--- config.mk ---
export PLATFORM = sky130hd
export DESIGN_NAME = vrr_vtiming
export DESIGN_NICKNAME = d
export VERILOG_FILES = /design/src/rtl/vrr_vtiming.sv
export SDC_FILE = /design/constraint.sdc
export NUM_CORES = 1
export LEC_CHECK = 0
export ABC_AREA = 1
export CAP_MARGIN = 10
export CORE_ASPECT_RATIO = 0.8
export CORE_MARGIN = 8
export CORE_UTILIZATION = 30
export DETAILED_ROUTE_END_ITERATION = 10
export PLACE_DENSITY_LB_ADDON = 0.3
export SETUP_SLACK_MARGIN = 0.5
export SYNTH_ARGS = -nofsm -noshare
export SYNTH_HDL_FRONTEND = slang
export SYNTH_SLANG_ARGS = --single-unit
--- constraint.sdc ---
create_clock -name clk -period 5.2 [get_ports clk]
set_clock_uncertainty 0.05 [all_clocks]
set_input_delay 1.3 -clock clk [delete_from_list [all_inputs] [get_ports clk]]
set_output_delay 1.3 -clock clk [all_outputs]
set_load 0.005 [all_outputs]
--- src/rtl/vrr_vtiming.sv ---
module vrr_vtiming #(
  parameter int W  = 16,
  parameter int GW = 8
) (
  input  logic         clk,
  input  logic         rst_n,
  input  logic         line_tick,
  input  logic [W-1:0] cfg_vactive,
  input  logic [W-1:0] cfg_vtotal,
  input  logic         wr_en,
  input  logic [2:0]   wr_addr,
  input  logic [W-1:0] wr_data,
  input  logic [2:0]   rd_addr,
  output logic [W-1:0] rd_data,
  output logic         vblank,
  output logic         latch_stb,
  output logic         frame_start,
  output logic         vrr_live
);
  localparam int GB_LSB = 8;

  logic [W-1:0]  line_q, min_q, max_q, flip_q, ctrl_q, max_a, flip_a;
  logic          push_en_q, send_q, live_q, flip_en_q, exit_q;
  logic [1:0]    dly_q, exit_cnt_q;
  logic [GW-1:0] guard_q;

  wire [W-1:0] nl          = line_q + 1'b1;
  wire [W-1:0] forced_line = max_a + 1'b1 - W'(guard_q);
  wire         flip_ok     = !flip_en_q || (nl >= flip_a + 1'b1);
  wire         push_wr     = wr_en && (wr_addr == 3'd4);
  wire         go_exit     = line_tick && live_q && !exit_q && (nl >= cfg_vactive) &&
                             ((push_en_q && send_q && flip_ok) || (nl >= forced_line));
  wire         fix_wrap    = line_tick && !live_q && !exit_q && (nl >= cfg_vtotal);
  wire         fix_latch   = line_tick && !live_q && !exit_q && (nl == cfg_vactive);
  wire         exit_done   = line_tick && exit_q && (exit_cnt_q == 2'd0);
  wire         do_latch    = go_exit || fix_latch;

  assign vblank   = line_q >= cfg_vactive;
  assign vrr_live = live_q;

  always_ff @(posedge clk or negedge rst_n) begin
    if (!rst_n) begin
      line_q      <= '0;
      exit_q      <= 1'b0;
      exit_cnt_q  <= '0;
      latch_stb   <= 1'b0;
      frame_start <= 1'b0;
    end else begin
      latch_stb   <= do_latch;
      frame_start <= exit_done || fix_wrap;
      if (line_tick) line_q <= (exit_done || fix_wrap) ? '0 : nl;
      if (go_exit) begin
        exit_q     <= 1'b1;
        exit_cnt_q <= dly_q;
      end else if (line_tick && exit_q) begin
        if (exit_cnt_q == 2'd0) exit_q <= 1'b0;
        else exit_cnt_q <= exit_cnt_q - 1'b1;
      end
    end
  end

  always_ff @(posedge clk or negedge rst_n) begin
    if (!rst_n) begin
      min_q <= '0; max_q <= '0; flip_q <= '0; ctrl_q <= '0;
      push_en_q <= 1'b0; send_q <= 1'b0;
    end else begin
      if (wr_en) begin
        case (wr_addr)
          3'd0: min_q  <= wr_data;
          3'd1: max_q  <= wr_data;
          3'd2: flip_q <= wr_data;
          3'd3: ctrl_q <= wr_data;
          default: ;
        endcase
      end
      if (push_wr) begin
        push_en_q <= wr_data[0];
        send_q    <= wr_data[0] & wr_data[1];
      end else if (go_exit) begin
        send_q <= 1'b0;
      end
    end
  end

  always_ff @(posedge clk or negedge rst_n) begin
    if (!rst_n) begin
      max_a <= '0; flip_a <= '0; live_q <= 1'b0; flip_en_q <= 1'b0;
      dly_q <= '0; guard_q <= '0;
    end else if (do_latch) begin
      max_a     <= max_q;
      flip_a    <= flip_q;
      live_q    <= ctrl_q[0];
      flip_en_q <= ctrl_q[1];
      dly_q     <= ctrl_q[4:3];
      guard_q   <= ctrl_q[GB_LSB +: GW];
    end
  end

  always_comb begin
    case (rd_addr)
      3'd0:    rd_data = min_q + 1'b1;
      3'd1:    rd_data = max_q + 1'b1;
      3'd2:    rd_data = flip_q + 1'b1;
      3'd3:    rd_data = ctrl_q;
      3'd4:    rd_data = W'({send_q, push_en_q});
      3'd5:    rd_data = W'(live_q);
      3'd6:    rd_data = line_q;
      default: rd_data = '0;
    endcase
  end
endmodule

==> impl_metrics.toml, run 1 <==
[outcome]
outcome = "finished clean"

[floorplan]
rows = 58
die_w_um = 216
floorplan.core_area_um2 = 31500
die_h_um = 176
pin_count = 78
initial_core_util_pct = 30.5
die_area_um2 = 38000

[final_layout]
sequential_cell_area_um2 = 3280
top_library_cells_by_usage_in_the_layout_fill_and_taps_aside = "nand2_1, inv_1, dfrtp_1"
count_of_nets_after_finishing = 1593
mostFrequentLayoutCell = "nand2_1"
layout.cells.non_filler = 1859
layout.filler_cells = 3347
multi_input_comb_area_um2 = 5620
area_delta_synth_final_pct = 22.0
share_of_layout_cells_above_drive_strength_1_pct = 9.31
antennaDiodeCount = 0

[global_route]
grt_pass1_wl_um = 47800
track_usage_pct = 15.8
first_global_vias = 8685
antenna_found_initial = 1
grt_start_max_net_pins = 86
overflow = 0

[synthesis]
ys_seq_elements = 131
synth.cell_area_um2 = 9600
synthFlopType = "dfrtp_1"
syn-num-nets = 1495
synthDistinctLibCells = 44
synthesized_netlist_cell_count = 1330
syn_avg_cell_area_um2 = 7.22
share_of_the_yosys_chip_area_belonging_to_registers_pct = 34.2
postSynth.asyncResetShare_pct = 100
synth_enable_flop_cells = 0
synth-warning-count = 0

[detailed_routing]
drc = 0
ant_nets = 0
drt-initial-drc-count = 506
drt_pass1_iterations = 5
routedWlPerCell_um = 16.2
detailroute.via_count = 8866
final_routed_wirelength_across_all_metal_layers_um = 30100
avgViaCountPerCell = 4.77

[placement]
gpl.final_weighted_congestion = 0.884
dp_cells = 1821
dp.final_hpwl_um = 23800
io_buffer_count = 77

[clock_tree]
cts_root_buffer = "clkbuf_16"
tritoncts = "yes"
clkLatencyLatePin_ps = 420
clock_pin_slew_of_the_registers_on_the_worst_case_setup_and_hold_paths_ps = 50
hold_buffers = 0
clock_sink_count = 131
cts-root-to-sink-buffers = 2
clock_tree.htree_level_count = 4
tritoncts.num_buffers = 17

[worst_setup_path]
crit-reg2reg-capture = "max_a[6]$_DFFE_PN0P_"
worst_ep_required_time_ps = 3850
category_of_the_worst_setup_path_launch_point = "input pin"
r2r_cells = 16
worst_r2r_startpoint = "line_q[0]$_DFFE_PN0P_"
critical_path_peak_fanout = 6
worst_ep_arrival_ps = 3330
timing.critical_path.to_type = "primary output"
reg2reg_slack_ps = 970
crit_type = "input pin to primary output"

[sta]
final.setup.tns_ps = 0
min_period_ps = 4680
report.final.setup_viol = 0
hold_violations = 0
fmax_ghz = 0.214
drv_slew = 0
timing.final.crit_share_pct = 89.9
rsz_0062_raised_after_global_routing = "true"
slew-limit-headroom_pct = 42.6
worst_slew_pin_slew_ps = 857

[power]
leakagePower_nw = 6.06
pwr_density_cell_nw_per_um2 = 282
peakVddDrop_mv = 0.242
overall_power_mw = 3.31

[min_path]
min_path_cells = 2
hold-path-endpoint = "ctrl_q[2]$_DFFE_PN0P_"
type_of_the_worst_min_delay_path = "flop to flop"
timing.hold.worst.start = "ctrl_q[2]$_DFFE_PN0P_"

[job]
max_cap_viol_count = 0
## synthesized netlist by cell type (all sizes together), types with 2 or more instances
library cell | n | area, µm²
nand2 | 425 | 1620
inv | 172 | 646
dfrtp | 131 | 3280
o21ai | 116 | 581
ha | 106 | 1330
nand3 | 106 | 586
nor2 | 85 | 354
a21oi | 52 | 264
clkbuf | 24 | 90.1
xor2 | 23 | 201
nand4 | 17 | 106
xnor2 | 14 | 123
buf | 12 | 75.1
nor3 | 11 | 60.1
o21bai | 7 | 52.6
o211ai | 5 | 37.5
o21a | 5 | 37.5
nand3b | 4 | 30.0
o2111ai | 2 | 17.5
or2 | 2 | 12.5
## worst max path at each step
stage / endpoint / slack, ps / startpoint / cells after the start
after CTS: rd_data[14] / 390 / rd_addr[2] / 14
after floorplan: rd_data[10] / 1300 / rd_addr[2] / 12
after detailed placement: rd_data[10] / 9 / rd_addr[1] / 14
final: rd_data[9] / 520 / rd_addr[2] / 15
after global routing: rd_data[9] / 420 / rd_addr[2] / 15
after global placement: rd_data[14] / 40 / rd_addr[1] / 14
## state kept, by name, indices dropped and copies added, names as in the netlist, 2 cells and up
| signal | count |
|---|---|
| line_q | 16 |
| flip_a | 16 |
| ctrl_q | 16 |
| exit_cnt_q | 2 |
| min_q | 16 |
| max_q | 16 |
| flip_q | 16 |
| guard_q | 8 |
| dly_q | 2 |
| max_a | 16 |
## per-stage QoR
stage / area, µm² / util [%] / setup slack (ps) / hold WS [ps]
after global routing: 11700 / 37.2 / 420 / 470
after detailed placement: 11000 / 34.8 / 8.68 / 427
after CTS: 11600 / 36.8 / 391 / 441
final: 11700 / 37.2 / 524 / 436
after floorplan: 9600 / - / 1300 / 403
after global placement: 11000 / 34.8 / 43.8 / 420
## cell families (layout without fill, tap and decap cells)
| family | Yosys count | count (layout) | share of synthesized area [%] |
|---|---|---|---|
| AOI/OAI and AO/OA | 193 | 193 | 10.8 |
| xor gates and xnor gates | 37 | 37 | 3.38 |
| adders and majority gates | 107 | 107 | 14.0 |
| buffers and inverters | 209 | 318 | 8.54 |
| DFF | 131 | 131 | 34.2 |
| muxes | 1 | 1 | 0.117 |
| and+or+nand+nor | 652 | 652 | 29.0 |
## report_power, final
| group | internal, mW | switching (mW) |
|---|---|---|
| logic | 0.345 | 0.541 |
| clock network | 0.707 | 0.449 |
| registers | 1.13 | 0.130 |
| total | 2.19 | 1.12 |
## critical path, stage by stage
cell and delay (ps):
dlygate4sd2_1 270, buf_4 160, nor2_4 190, buf_4 140
nand2_1 50, nand3_2 100, buf_4 140, nand3_4 110
nor2_4 150, buf_4 140, nand2_1 50, nand2_1 50
nand3_1 100, nand2_2 120, dlygate4sd2_1 240
## repair_timing
action                     in CTS  in global routing
hold endpoints to repair        0                  0
pin swaps                      10                 12
resized for setup              35                 40
setup endpoints to repair      17                 55
setup buffers                   5                  3
## routing by layer
metal / vias to the layer above / part of all wire, % / track usage (%)
li1: 4504 / - / -
met1: 4161 / 50 / 22.3
met2: 174 / 44 / 24.7
met3: 27 / 4.0 / 3.01
met4: 0 / 1.4 / 3.69
met5: - / 0 / 0
## cell type report
type / instances / share of cell area, %
Sequential cell: 131 / 28.0
Inverter: 173 / 5.61
Timing Repair Buffer: 115 / 9.10
Tap cell: 420 / 4.49
Clock buffer: 19 / 3.78
Multi-Input combinational cell: 990 / 48.0
Clock inverter: 11 / 0.973
Power figures use the tool's default switching activity.
==> run 2, diff against run 1 <==
Settings changed: MAX_ROUTING_LAYER set to met4.
==> run 2 against run 1 <==
Sequential power hardly changed. Die area stayed put. Sequential share of layout area is 0.22 points lower. Maximum frequency is 1.5% higher. Highest routed layer unchanged. Total power is 5.0% higher. Largest power group is now clock. First-iteration DRC count is 14% higher. Clock power is 13% higher. Combinational power is 1% higher. Worst setup slack better by 71 ps. Clock-buffer cell count is 3 higher. Utilization is 0.29 points higher. Wire length is 1.1% higher. Critical endpoint is now rd_data[13].
==> impl_metrics.toml, run 2 (synthesized netlist as in run 1, its figures left out) <==
[final_layout]
count_of_nets_after_finishing = 1596
antennaDiodeCount = 0
final_core_utilization_pct = 37.5
top_library_cells_by_usage_in_the_layout_fill_and_taps_aside = "nand2_1, inv_1, dfrtp_1"
mostFrequentLayoutCell = "nand2_1"
layout.filler_cells = 3311
layout.cells.non_filler = 1863
area_delta_synth_final_pct = 22.9
share_of_layout_cells_above_drive_strength_1_pct = 8.66

[worst_setup_path]
worst_r2r_startpoint = "max_a[1]$_DFFE_PN0P_"
critPathBufInv = 5
worstSetupStartpoint = "rd_addr[0]"
worst_ep_required_time_ps = 3850
critical_path_peak_fanout = 8
cp_slowest_cell = "clkdlybuf4s50_1"
crit_type = "input pin to primary output"
category_of_the_worst_setup_path_launch_point = "input pin"
worst_path_largest_cell_delay_ps = 500
critical_path.most_common_cell = "nand2_1"
worst_ep_arrival_ps = 3250
path_delay_family = "buffers and inverters"
timing.critical_path.to_type = "primary output"
crit_chain = "clkdlybuf4s15_2, nand2_2, nor2_4, buf_12, buf_6, nand2_1, nand2_1, inv_1, nand2_2, nand2_1, nor2_2, nand3_1, nand2_1, nand3_1, nand2_1, clkdlybuf4s50_1"

[sta]
final.setup.tns_ps = 0
hold_violations = 0
drv_slew = 0
slew-limit-headroom_pct = 18.9
timing.final.crit_share_pct = 88.5
fmax_ghz = 0.217
min_period_ps = 4600
worst_slew_pin_slew_ps = 1210
rsz_0062_raised_after_global_routing = "true"
report.final.setup_viol = 0

[global_route]
antenna_found_initial = 1
overflow = 0
track_usage_pct = 16.5
grtUsageMet1_pct = 22.6
grt_pass1_wl_um = 48500
first_global_vias = 8727
globalRoute.busiestLayer = "met2"
grt_start_max_net_pins = 104
globalRouteMet2Util_pct = 25.2
global_route.usage.met3_pct = 3.08

[detailed_routing]
routedWlPerCell_um = 16.3
drc = 0
avgViaCountPerCell = 4.77
ant_nets = 0
drt-initial-drc-count = 575
final_routed_wirelength_across_all_metal_layers_um = 30400
detailroute.via_count = 8890
drt_pass1_iterations = 5

[power]
leakagePower_nw = 6.09
pwr_density_cell_nw_per_um2 = 294
peakVddDrop_mv = 0.211

[outcome]
outcome = "finished clean"

[clock_tree]
cts_root_buffer = "clkbuf_16"
cts-root-to-sink-buffers = 2
clkLatencyLatePin_ps = 420
tritoncts = "yes"
clock_pin_slew_of_the_registers_on_the_worst_case_setup_and_hold_paths_ps = 60
clock_sink_count = 131
clock_tree.htree_level_count = 4
tritoncts.num_buffers = 17
hold_buffers = 0

[floorplan]
die_area_um2 = 38000
die_h_um = 176
initial_core_util_pct = 30.5
die_w_um = 216
pin_count = 78
floorplan.core_area_um2 = 31500
rows = 58

[placement]
dp.final_hpwl_um = 23700
gpl.final_weighted_congestion = 0.906
dp_cells = 1822
io_buffer_count = 77

[min_path]
timing.hold.worst.start = "min_q[0]$_DFFE_PN0P_"
type_of_the_worst_min_delay_path = "flop to flop"

[job]
max_cap_viol_count = 0
==> run 2: path summary, 6_finish.rpt <==
path	end	slack, ps	cells after the start
max in group asynchronous	max_a[11]$_DFFE_PN0P_	3110	2
max reg2reg	max_a[6]$_DFFE_PN0P_	980	21
max	rd_data[13]	600	16
min reg2reg	min_q[0]$_DFFE_PN0P_	440	2
min	min_q[0]$_DFFE_PN0P_	440	2
min in group asynchronous	min_q[9]$_DFFE_PN0P_	950	1
==> run 2: repair_timing <==
action | CTS | global route
gates cloned | 1 | 0
setup buffers | 6 | 3
resized for setup | 40 | 19
hold endpoints to repair | 0 | 0
setup endpoints to repair | 17 | 61
pin swaps | 11 | 6
==> run 2: metrics by stage <==
stage | setup slack (ps) | power (mW) | area [µm²] | hold slack [ps]
3_5_place_dp | 39.1 | 2.16 | 11000 | 427
4_1_cts | 490 | 3.48 | 11700 | 441
2_1_floorplan | 1300 | 1.77 | 9600 | 403
3_3_place_gp | 71.1 | 2.14 | 11000 | 422
5_1_grt | 433 | 3.68 | 11800 | 457
6_report | 595 | 3.47 | 11800 | 439
==> run 2: worst register-to-register path: stages (launching register included) <==
cell,delay (ps)
dfrtp_1,360
inv_1,70
ha_1,270
inv_1,40
ha_1,210
fa_1,430
a21oi_1,270
o21ai_0,180
a21oi_1,190
xor2_1,170
ha_1,260
a21oi_1,140
o21ai_0,90
a21oi_1,190
nand2_1,90
nor2_2,210
nand2_1,130
nand2_1,120
nand2_2,120
buf_6,230
nand2_1,190
nand2_1,70
==> run 2: per-layer routing <==
layer  wire, µm  up-vias  share of wire [%]
li1           -     4502                  -
met1      14800     4157                 49
met2      13500      208                 44
met3       1700       23                5.6
met4        348        0                1.1
met5          0        -                  0
==> run 2: power breakdown <==
group / internal, mW / total (mW) / leakage, nW / switching, mW
Combinational: 0.351 / 0.896 / 4.07 / 0.545
Clock: 0.861 / 1.31 / 0.300 / 0.449
Sequential: 1.13 / 1.26 / 1.72 / 0.131
==> run 2: layout make-up <==
type / count / area, µm² / share of cell area (%)
Multi-Input combinational cell: 990 / 5600 / 47.4
Tap cell: 420 / 526 / 4.45
Clock inverter: 9 / 179 / 1.52
Sequential cell: 131 / 3280 / 27.8
Timing Repair Buffer: 118 / 1100 / 9.37
Clock buffer: 22 / 454 / 3.85
Inverter: 173 / 659 / 5.59
==> run 3, diff against run 2 <==
Settings changed: CORE_UTILIZATION 30 to 50.
==> run 3 against run 2 <==
Total power down 3.9%. Sequential cell count unchanged. First-iteration DRC count grew 58%. Die area down 37%. Non-clock buffer count decreased by 17. Critical path depth fell by 3. Clock-buffer cell count is 3 lower. Via count is 1.3% higher. Largest cell class unchanged. Register-to-register slack worse by 230 ps.
==> impl_metrics.toml, run 3 (synthesized netlist as in run 1, its figures left out) <==
[global_route]
first_global_vias = 8574
grt_start_max_net_pins = 103
track_usage_pct = 24.5
overflow = 0
antenna_found_initial = 0
grt_pass1_wl_um = 45100

[final_layout]
area_delta_synth_final_pct = 18.1
antennaDiodeCount = 0
layout.cells.non_filler = 1684
final_core_utilization_pct = 59.9
mostFrequentLayoutCell = "nand2_1"
top_library_cells_by_usage_in_the_layout_fill_and_taps_aside = "nand2_1, inv_1, dfrtp_1"
count_of_nets_after_finishing = 1579
share_of_layout_cells_above_drive_strength_1_pct = 7.22
layout.filler_cells = 1787

[power]
cellInternalPower_mw = 2.20
power_switching_mw = 1.13
seq_power_share_pct = 37.9
leakagePower_nw = 5.94
overall_power_mw = 3.34
clkPwrFrac_pct = 35.8
sw_frac_of_total_pct = 33.9
pwr_density_cell_nw_per_um2 = 294
power.share.combinational_pct = 26.3
peakVddDrop_mv = 0.219

[sta]
slew-limit-headroom_pct = 25.1
rsz_0062_raised_after_global_routing = "false"
drv_slew = 0
fmax_ghz = 0.218
timing.final.crit_share_pct = 88.4
final.setup.tns_ps = 0
report.final.setup_viol = 0
finalHoldWorstSlack_ps = 433
min_period_ps = 4590
hold_violations = 0
worst_slew_pin_slew_ps = 1120

[floorplan]
floorplan.core_area_um2 = 18900
initial_core_util_pct = 50.7
die_h_um = 140
die_w_um = 171
rows = 45
die_area_um2 = 23900
pin_count = 78

[worst_setup_path]
worst_ep_required_time_ps = 3850
critical_path_peak_fanout = 10
timing.critical_path.to_type = "primary output"
crit_type = "input pin to primary output"
r2r_cells = 21
category_of_the_worst_setup_path_launch_point = "input pin"
worst_ep_arrival_ps = 3240

[placement]
dp_cells = 1648
gpl.final_weighted_congestion = 0.961
io_buffer_count = 77
dp.final_hpwl_um = 21800

[clock_tree]
tritoncts.num_buffers = 17
clock_sink_count = 131
tritoncts = "yes"
clkLatencyLatePin_ps = 420
clock_pin_slew_of_the_registers_on_the_worst_case_setup_and_hold_paths_ps = 60
cts_root_buffer = "clkbuf_16"
cts-root-to-sink-buffers = 2
hold_buffers = 0
clock_tree.htree_level_count = 4

[outcome]
outcome = "finished clean"

[detailed_routing]
drc = 0
drt_pass1_iterations = 6
ant_nets = 0
routedWlPerCell_um = 16.6
final_routed_wirelength_across_all_metal_layers_um = 27900
detailroute.via_count = 9008
avgViaCountPerCell = 5.35
drt-initial-drc-count = 906

[min_path]
min_path_cells = 2
type_of_the_worst_min_delay_path = "flop to flop"

[job]
max_cap_viol_count = 0
[run 3: changes by cell type in the layout (fill, tap and decap cells not counted), sizes merged]
cell / delta
buf: -17
clkdlybuf4s50: +5
clkinv: +4
dlygate4sd2: -4
bufinv: -3
clkbuf: -3
inv: +2
clkdlybuf4s15: -1
[run 3: metal layers]
metal | GRT usage [%] | routed length (µm)
met1 | 33.0 | 12800
met4 | 6.30 | 399
met3 | 4.97 | 1900
met5 | - | 0
met2 | 37.3 | 12900
[run 3: final timing paths]
kind                                  startpoint                     to  slack, ps
setup / recovery                      rd_addr[0]             rd_data[5]        610
min in group asynchronous                  rst_n  max_a[11]$_DFFE_PN0P_        930
hold reg to reg            ctrl_q[5]$_DFFE_PN0P_  ctrl_q[5]$_DFFE_PN0P_        430
max in group asynchronous                  rst_n  line_q[3]$_DFFE_PN0P_       3140
setup reg to reg            max_a[1]$_DFFE_PN0P_   max_a[6]$_DFFE_PN0P_        750
hold / removal             ctrl_q[5]$_DFFE_PN0P_  ctrl_q[5]$_DFFE_PN0P_        430
[run 3: critical path, cell delays in order]
cell	delay [ps]
clkbuf_4	160
inv_1	70
nand3_4	130
nand2_4	70
clkinv_4	100
nand2_1	70
nand3_2	80
buf_4	120
nand3_4	120
nor2_2	230
nor2_1	60
o21bai_1	180
clkdlybuf4s50_1	540
[run 3: what timing repair did]
| item | 4_1_cts | 5_1_grt |
|---|---|---|
| gates resized for setup | 28 | 13 |
| gates cloned | 1 | 0 |
| setup endpoints to repair | 17 | 41 |
| pin swaps | 6 | 3 |
| buffers inserted | 4 | 0 |
[run 3: power groups by stage]
stage / clock, mW / sequential [mW] / combinational (mW)
floorplan: 0 / 1.22 / 0.549
global placement: 0 / 1.28 / 0.827
detailed placement: 0 / 1.28 / 0.847
CTS: 1.20 / 1.26 / 0.863
global route: 1.25 / 1.28 / 1.01
finish: 1.19 / 1.26 / 0.878
[run 3: area by class of cell]
type / count / area (µm²) / share of cell area, %
clock inverters: 12 / 130 / 1.15
repair buffers: 101 / 957 / 8.44
well taps: 258 / 323 / 2.85
multi-input cells: 990 / 5540 / 48.8
inverters: 173 / 659 / 5.82
clock buffers: 19 / 453 / 4.00
flip-flops and latches: 131 / 3280 / 28.9
[run 3: per-stage QoR]
stage	area, µm²	setup WS, ps
finish	11300	606
detailed placement	10700	13.3
floorplan	9600	1300
global placement	10700	22.0
CTS	11300	435
global route	11300	506
